--- src/rtl/rtc_pkg.sv ---
package rtc_pkg;

    localparam int SEC_W    = 32;
    localparam int MS_W     = 10;
    localparam int ACC_W    = 17;
    localparam int EVT_W    = 5;
    localparam int ADDR_W   = 6;
    localparam int DATA_W   = 32;
    localparam int NUM_SALM = 2;

    // register byte offsets
    localparam logic [ADDR_W-1:0] OFS_BUSY   = 6'h04;
    localparam logic [ADDR_W-1:0] OFS_SEC    = 6'h08;
    localparam logic [ADDR_W-1:0] OFS_SHADOW = 6'h0C;
    localparam logic [ADDR_W-1:0] OFS_MSEC   = 6'h10;
    localparam logic [ADDR_W-1:0] OFS_SALM0  = 6'h14;
    localparam logic [ADDR_W-1:0] OFS_SALM1  = 6'h18;
    localparam logic [ADDR_W-1:0] OFS_MALM   = 6'h1C;
    localparam logic [ADDR_W-1:0] OFS_MASK   = 6'h28;
    localparam logic [ADDR_W-1:0] OFS_STAT   = 6'h2C;

    // event bit positions, shared by the event and enable registers
    localparam int EV_SALM0 = 0;
    localparam int EV_SALM1 = 1;
    localparam int EV_MALM  = 2;
    localparam int EV_SCDN  = 3;
    localparam int EV_MCDN  = 4;

    typedef struct packed {
        logic [SEC_W-1:0] sec;
        logic [MS_W-1:0]  ms;
    } rtc_time_t;

    typedef struct packed {
        logic             carry;
        logic [ACC_W-1:0] acc;
    } frac_t;

    // add num to the accumulator and take den out when it overflows
    function automatic frac_t frac_advance(input logic [ACC_W-1:0] acc,
                                           input int unsigned num,
                                           input int unsigned den);
        frac_t          r;
        logic [ACC_W:0] sum;
        sum = {1'b0, acc} + (ACC_W+1)'(num);
        if (sum >= (ACC_W+1)'(den)) begin
            r.carry = 1'b1;
            r.acc   = ACC_W'(sum - (ACC_W+1)'(den));
        end else begin
            r.carry = 1'b0;
            r.acc   = sum[ACC_W-1:0];
        end
        return r;
    endfunction

endpackage

--- src/rtl/rtc_timebase.sv ---
module rtc_timebase
    import rtc_pkg::*;
#(
    parameter int unsigned REF_HZ     = 32768,
    parameter int unsigned MS_PER_SEC = 1000
) (
    input  logic             clk,
    input  logic             rst,
    input  logic             tick,
    input  logic             load_en,
    input  logic [SEC_W-1:0] load_sec,
    output rtc_time_t        now,
    output logic             sec_upd,
    output logic             ms_upd
);

    localparam logic [MS_W-1:0] MS_LAST = MS_W'(MS_PER_SEC - 1);

    logic [ACC_W-1:0] acc_q;
    frac_t            step;

    always_comb step = frac_advance(acc_q, MS_PER_SEC, REF_HZ);

    always_ff @(posedge clk) begin
        if (rst) begin
            acc_q   <= '0;
            now     <= '0;
            sec_upd <= 1'b0;
            ms_upd  <= 1'b0;
        end else if (load_en) begin
            acc_q   <= '0;
            now.sec <= load_sec;
            now.ms  <= '0;
            sec_upd <= 1'b1;
            ms_upd  <= 1'b0;
        end else begin
            sec_upd <= 1'b0;
            ms_upd  <= 1'b0;
            if (tick) begin
                acc_q <= step.acc;
                if (step.carry) begin
                    ms_upd <= 1'b1;
                    if (now.ms == MS_LAST) begin
                        now.ms  <= '0;
                        now.sec <= now.sec + 1'b1;
                        sec_upd <= 1'b1;
                    end else begin
                        now.ms <= now.ms + 1'b1;
                    end
                end
            end
        end
    end

endmodule

--- src/rtl/rtc_xfer.sv ---
module rtc_xfer
    import rtc_pkg::*;
#(
    parameter int unsigned TICKS_PER_COPY = 8,
    parameter int unsigned COPY_CYCLES    = 4
) (
    input  logic             clk,
    input  logic             rst,
    input  logic             tick,
    input  rtc_time_t        now,
    input  logic             load_en,
    input  logic [SEC_W-1:0] load_sec,
    output logic             busy,
    output rtc_time_t        pub
);

    localparam int PH_W  = (TICKS_PER_COPY > 1) ? $clog2(TICKS_PER_COPY) : 1;
    localparam int WIN_W = $clog2(COPY_CYCLES + 1);
    localparam logic [PH_W-1:0]  PH_LAST  = PH_W'(TICKS_PER_COPY - 1);
    localparam logic [WIN_W-1:0] WIN_LOAD = WIN_W'(COPY_CYCLES - 1);

    logic [PH_W-1:0]  phase_q;
    logic [WIN_W-1:0] win_q;

    always_ff @(posedge clk) begin
        if (rst) begin
            phase_q <= '0;
            win_q   <= '0;
            busy    <= 1'b0;
            pub     <= '0;
        end else begin
            if (tick)
                phase_q <= (phase_q == PH_LAST) ? '0 : phase_q + 1'b1;

            if (!busy && tick && phase_q == PH_LAST) begin
                busy  <= 1'b1;
                win_q <= WIN_LOAD;
            end else if (busy) begin
                if (win_q == '0) begin
                    busy <= 1'b0;
                    pub  <= now;
                end else begin
                    win_q <= win_q - 1'b1;
                end
            end

            // the top only raises load_en while busy is 0
            if (load_en) begin
                pub.sec <= load_sec;
                pub.ms  <= '0;
            end
        end
    end

endmodule

--- src/rtl/rtc_alarm_bank.sv ---
module rtc_alarm_bank
    import rtc_pkg::*;
(
    input  logic                           clk,
    input  logic                           rst,
    input  logic [NUM_SALM-1:0]            wr_salm,
    input  logic                           wr_malm,
    input  logic                           wr_mask,
    input  logic                           wr_stat,
    input  logic [DATA_W-1:0]              wdata,
    input  rtc_time_t                      now,
    input  logic                           sec_upd,
    input  logic                           ms_upd,
    output logic [NUM_SALM-1:0][SEC_W-1:0] salm,
    output logic [MS_W-1:0]                malm,
    output logic [EVT_W-1:0]               mask,
    output logic [EVT_W-1:0]               status,
    output logic                           irq
);

    logic [NUM_SALM-1:0] sec_hit;
    logic [EVT_W-1:0]    set_vec;
    logic [EVT_W-1:0]    clr_vec;

    for (genvar g = 0; g < NUM_SALM; g++) begin : g_salm
        always_ff @(posedge clk) begin
            if (rst)
                salm[g] <= '0;
            else if (wr_salm[g])
                salm[g] <= wdata[SEC_W-1:0];
        end
        assign sec_hit[g] = sec_upd && (salm[g] != '0) && (now.sec == salm[g]);
    end

    always_comb begin
        set_vec                    = '0;
        set_vec[NUM_SALM-1:0]      = sec_hit;
        set_vec[EV_MALM]           = ms_upd && (now.ms == malm);
        clr_vec                    = wr_stat ? wdata[EVT_W-1:0] : '0;
    end

    always_ff @(posedge clk) begin
        if (rst) begin
            malm   <= '0;
            mask   <= '0;
            status <= '0;
        end else begin
            if (wr_malm) malm <= wdata[MS_W-1:0];
            if (wr_mask) mask <= wdata[EVT_W-1:0];
            status <= (status & ~clr_vec) | set_vec;
        end
    end

    assign irq = |(status & mask);

endmodule

--- src/rtl/rtc_core.sv ---
module rtc_core
    import rtc_pkg::*;
#(
    parameter int unsigned REF_HZ         = 32768,
    parameter int unsigned MS_PER_SEC     = 1000,
    parameter int unsigned TICKS_PER_COPY = 8,
    parameter int unsigned COPY_CYCLES    = 4
) (
    input  logic              clk,
    input  logic              rst,
    input  logic              ref_tick,
    input  logic              bus_sel,
    input  logic              bus_wr,
    input  logic [ADDR_W-1:0] bus_addr,
    input  logic [DATA_W-1:0] bus_wdata,
    output logic [DATA_W-1:0] bus_rdata,
    output logic              irq
);

    rtc_time_t                      live_time;
    rtc_time_t                      pub_time;
    logic                           busy;
    logic                           sec_upd;
    logic                           ms_upd;
    logic [SEC_W-1:0]               shadow_sec;
    logic [NUM_SALM-1:0][SEC_W-1:0] salm;
    logic [MS_W-1:0]                malm;
    logic [EVT_W-1:0]               mask;
    logic [EVT_W-1:0]               status;

    logic                wr_ok;
    logic                rd_ms;
    logic                wr_sec;
    logic [NUM_SALM-1:0] wr_salm;

    assign wr_ok      = bus_sel && bus_wr && !busy;
    assign rd_ms      = bus_sel && !bus_wr && (bus_addr == OFS_MSEC);
    assign wr_sec     = wr_ok && (bus_addr == OFS_SEC);
    assign wr_salm[0] = wr_ok && (bus_addr == OFS_SALM0);
    assign wr_salm[1] = wr_ok && (bus_addr == OFS_SALM1);

    rtc_timebase #(
        .REF_HZ     (REF_HZ),
        .MS_PER_SEC (MS_PER_SEC)
    ) u_timebase (
        .clk      (clk),
        .rst      (rst),
        .tick     (ref_tick),
        .load_en  (wr_sec),
        .load_sec (bus_wdata[SEC_W-1:0]),
        .now      (live_time),
        .sec_upd  (sec_upd),
        .ms_upd   (ms_upd)
    );

    rtc_xfer #(
        .TICKS_PER_COPY (TICKS_PER_COPY),
        .COPY_CYCLES    (COPY_CYCLES)
    ) u_xfer (
        .clk      (clk),
        .rst      (rst),
        .tick     (ref_tick),
        .now      (live_time),
        .load_en  (wr_sec),
        .load_sec (bus_wdata[SEC_W-1:0]),
        .busy     (busy),
        .pub      (pub_time)
    );

    rtc_alarm_bank u_alarms (
        .clk     (clk),
        .rst     (rst),
        .wr_salm (wr_salm),
        .wr_malm (wr_ok && (bus_addr == OFS_MALM)),
        .wr_mask (wr_ok && (bus_addr == OFS_MASK)),
        .wr_stat (wr_ok && (bus_addr == OFS_STAT)),
        .wdata   (bus_wdata),
        .now     (live_time),
        .sec_upd (sec_upd),
        .ms_upd  (ms_upd),
        .salm    (salm),
        .malm    (malm),
        .mask    (mask),
        .status  (status),
        .irq     (irq)
    );

    // coherent pair: the milliseconds read freezes the visible seconds
    always_ff @(posedge clk) begin
        if (rst)
            shadow_sec <= '0;
        else if (rd_ms)
            shadow_sec <= pub_time.sec;
    end

    always_comb begin
        bus_rdata = '0;
        case (bus_addr)
            OFS_BUSY:   bus_rdata[0]         = busy;
            OFS_SEC:    bus_rdata[SEC_W-1:0] = pub_time.sec;
            OFS_SHADOW: bus_rdata[SEC_W-1:0] = shadow_sec;
            OFS_MSEC:   bus_rdata[MS_W-1:0]  = pub_time.ms;
            OFS_SALM0:  bus_rdata[SEC_W-1:0] = salm[0];
            OFS_SALM1:  bus_rdata[SEC_W-1:0] = salm[1];
            OFS_MALM:   bus_rdata[MS_W-1:0]  = malm;
            OFS_MASK:   bus_rdata[EVT_W-1:0] = mask;
            OFS_STAT:   bus_rdata[EVT_W-1:0] = status;
            default:    bus_rdata            = '0;
        endcase
    end

endmodule

--- config.mk ---
export PLATFORM = sky130hd
export DESIGN_NAME = rtc_core
export DESIGN_NICKNAME = d
export VERILOG_FILES = /design/src/rtl/rtc_pkg.sv /design/src/rtl/rtc_timebase.sv /design/src/rtl/rtc_xfer.sv /design/src/rtl/rtc_alarm_bank.sv /design/src/rtl/rtc_core.sv
export SDC_FILE = /design/constraint.sdc
export NUM_CORES = 1
export LEC_CHECK = 0
export ABC_AREA = 1
export ABC_CLOCK_PERIOD_IN_PS = 3130
export BUFFER_PORTS_ARGS = -buffer_cell sky130_fd_sc_hd__buf_2
export CAP_MARGIN = 20
export CORE_ASPECT_RATIO = 1.1
export CORE_MARGIN = 3
export CORE_UTILIZATION = 56
export CTS_CLUSTER_DIAMETER = 120
export DETAILED_ROUTE_END_ITERATION = 12
export PLACE_DENSITY = 0.74
export SYNTH_ARGS = -nofsm -noshare
export SYNTH_HDL_FRONTEND = slang
export SYNTH_SLANG_ARGS = --single-unit
--- constraint.sdc ---
create_clock -name clk -period 3.13 [get_ports clk]
set_input_delay 0.939 -clock clk [delete_from_list [all_inputs] [get_ports clk]]
set_output_delay 0.939 -clock clk [all_outputs]
set_load 0.01 [all_outputs]
==> results by stage <==
Global routing:
- Entering global routing, the biggest net connects 61 pins.
- The via count of the first global-routing pass came to between 10000 and 15000.
- Global routing used 33.9% of the available tracks across all layers.
- The number of antenna violations at the first check in global routing came to 0.
- For this run the aggregate overflow at the end of global routing stands at 0.
- The first-pass GRT wire length is 64800 um.

STA:
- At the pin with the least slew margin, the transition time is ~0.94 ns.
- The highest clock rate is about 0.32 GHz.
- The minimum setup slack in the final design is -0.0250 ns.
- The final period utilization is 101%.
- The final count of pins violating max slew was 0.
- Setup repair after global routing could not meet its margin everywhere.
- The time the final worst path needs with I/O delays and setup is ~3.2 ns.
- The number of endpoints failing setup at the final stage is 1.
- The clock skew is roughly 0.011 ns.
- The final-report hold violation count is 0.
- Measured against its own limit, the worst slew margin works out to between 30 and 40%.

Synth:
- The largest area contributor in the netlist is dfxtp_1.
- After synthesis, the mean cell area works out to 6.59 sq um.
- The cell area after technology mapping is 0.0122 sq mm.
- The primary flip-flop cell chosen by synthesis mapping is dfxtp_1.
- The yosys synthesis warning count is 0.
- Sorting the synthesized cells by area gives the leading types as dfxtp_1 (37%), nand2_1 (14%), nor2_1 (7.2%).
- Counting flops with a built-in enable in the synthesized netlist gives 0.
- After synthesis, the netlist uses 40 different library cells.
- The area share of the largest cell type after synthesis is a little over a third.
- The post-synthesis async set-or-reset flop share is 0%.
- Sequential elements use about 37% of the synthesized area.
- The cell count after synthesis came out at 1850.
- The synthesized netlist net count is about 1900.
- After synthesis the netlist holds a flip-flop and latch count of about 220.

Layout:
- The post-route netlist has 11.8% of its cells at a drive strength greater than 1.
- The signed area change from the synthesized netlist to the final layout is 14.1%.
- The core occupancy in the finished layout is between 60 and 70%.
- For this run, the post-layout net count is 1923.
- 0 antenna diodes ended up in the layout.

Drt:
- The residual DRC count is 0.
- The via-per-instance ratio is 6.00.
- The detailed router finished its first iteration with 1263 violations.
- The final route contains between 10000 and 15000 vias.
- Summed over all layers, the routed wires come to 43100 um.
- The first TritonRoute pass finished after 7 iterations.
- Dividing the detail-routed wire length by the instance count gives 19.8 um.
- The residual antenna-violating net count after detailed routing is 0.

Critical path:
- The data arrival at the endpoint of the critical path is 2.22 ns.
- Of all nets on the critical path, the largest fanout is 8.
- The data required time of the critical path is 2.19 ns.
- The critical path class is in -> out.
- The worst setup path is launched from an input pin.
- The worst setup path is captured at an output port.
- The startpoint of the worst-slack reg-to-reg timing path is u_timebase.acc_q[3].
- The timing startpoint of the critical path is bus_addr[0].

Floorplanning:
- The die outline width is 147 um.
- The initial core utilization is between 50 and 60%.
- The die is roughly 160 um tall.
- 76 I/O pins were placed.
- The floorplan has between 50 and 60 rows.
- The placeable core region is ~0.021 sq mm.
- The die covers between 0.02 and 0.025 sq mm.

Hold path:
- The tightest min-delay check is of the reg -> reg type.
- The worst hold path begins at u_xfer.pub[5].

Clock tree:
- TritonCTS built the clock tree.
- The number of buffers inserted for hold repair after clock tree synthesis is 0.
- In this run the number of H-tree levels came out at 1.
- The clock passes through at most 3 buffers.
- At the later pin of the worst-skew pair, clock insertion delay measures 0.53 ns.
- The clock transition at the registers of the reported paths is 0.06 ns.
- The tree is rooted in a clkbuf_16.
- The clock net sink count is between 200 and 250.
- Buffers inserted during clock tree synthesis total 25.

Job:
- The tool flagged a number of max-cap violations equal to 0.

Placement:
- The routability congestion estimate is just over 1.
- The number of buffers added on ports is 75.
- At the placement stage, the worst setup path has a slack of -0.106 ns.
- After legalization and detailed placement, the total HPWL measured between 20000 and 30000 um.

Power:
- IR analysis of the VDD net gives a maximum drop of roughly 0.00034 V.
- The analysis attributes to cell leakage a power of approximately 5.6 nW.
- The cell area power density is approximately 440 mW/mm^2.

Outcome:
- The final reports fail on negative setup slack.
- The flow ran to the end, but the final reports show violations.
layer usage:
metal,global-route usage [%],share of wire [%],vias up
met5,0,0,-
met4,12.8,4.4,0
met3,4.97,9.5,106
met2,57.0,47,646
met1,44.1,40,6077
li1,-,-,6203
sequential cells by signal, summed over array words and instances (netlist names):
signal and cells:
shadow_sec 32, u_alarms.malm 10, u_alarms.mask 5, u_alarms.salm 64, u_alarms.status 5, u_timebase.acc_q 14, u_timebase.ms_upd 1, u_timebase.now 42
u_timebase.sec_upd 1, u_xfer.busy 1, u_xfer.phase_q 3, u_xfer.pub 42, u_xfer.win_q 3
critical path, cell delays in order:
cell	delay (ns)
buf_6	0.10
nor2_4	0.13
inv_2	0.06
nor3_4	0.22
nand2_4	0.14
buf_12	0.19
o21ai_4	0.14
a221oi_2	0.04
nand3_1	0.11
buf_2	0.14
area by class of cell:
cell class                 instances  area [sq um]
clock buffer                      37           701
tap                              285           357
clock inverter                     6          86.3
timing repair buffer             125           997
inverter                         162           621
fill                            1917          7080
sequential                       223          4460
multi-input combinational       1335          6680
logic make-up (layout without fill, tap and decap cells):
group / after synthesis / after routing / synth area share [%]
AO/OA/AOI/OAI: 373 / 373 / 17.7
XOR/XNOR: 42 / 42 / 3.02
buffers and inverters: 292 / 330 / 9.65
adder cells (fa/ha/maj): 8 / 8 / 0.822
flip-flops: 223 / 223 / 36.6
AND/OR/NAND/NOR: 912 / 912 / 32.2
what timing repair did:
| action | 4_1_cts | 5_1_grt |
|---|---|---|
| gates cloned | 1 | 5 |
| resized for setup | 17 | 39 |
| buffers inserted | 1 | 6 |
| pin swaps | 3 | 7 |
| endpoints found under the setup margin | 32 | 32 |
| hold endpoints to repair | 0 | 0 |
cell usage in the layout (no fill, tap or decap), types with 27 or more instances in the layout:
cell / n
a22oi_1: 30
buf_4: 31
dfxtp_1: 223
a31oi_1: 32
xor2_1: 27
clkbuf_16: 29
o21ai_0: 129
buf_2: 73
nand3_1: 107
a21oi_1: 121
nand4_1: 70
inv_1: 147
nand2_1: 441
nor2_1: 229
power by group:
| part | internal [W] | leakage, nW | total, W | switching [W] |
|---|---|---|---|---|
| clock network | 0.00171 | 0.381 | 0.00288 | 0.00118 |
| logic | 0.000102 | 3.41 | 0.000313 | 0.000211 |
| registers | 0.00286 | 1.80 | 0.00288 | 0.0000223 |
Yosys cell counts (all sizes together) (11+ instances only):
cell	n
a21oi	121
a22oi	34
a31oi	32
buf	47
clkbuf	83
dfxtp	223
inv	159
nand2	450
nand3	122
nand4	70
nor2	237
nor3	16
nor4	11
o21ai	135
o221ai	22
xnor2	15
xor2	27
through the flow:
stage / instance area (sq um) / TNS (ns) / std cells / power (W) / hold WS, ns
floorplan: 12200 / 0 / 1850 / 0.00312 / 0.441
global placement: 12800 / -0.669 / 2117 / 0.00323 / 0.453
CTS: 13600 / -0.0284 / 2162 / 0.00608 / 0.464
detailed placement: 12800 / -1.44 / 2117 / 0.00323 / 0.457
global route: 13900 / -0.497 / 2173 / 0.00625 / 0.483
finish: 13900 / -0.0250 / 2173 / 0.00608 / 0.465
final timing paths:
check / cells past startpoint / slack, ns / end
setup / recovery: 10 / -0.02 / bus_rdata[0]
hold / removal: 2 / 0.47 / u_xfer.pub[5]
setup reg to reg: 10 / 0.55 / u_timebase.now[22]
hold reg to reg: 2 / 0.47 / u_xfer.pub[5]
Note: power is estimated with default switching activity, not from simulation.
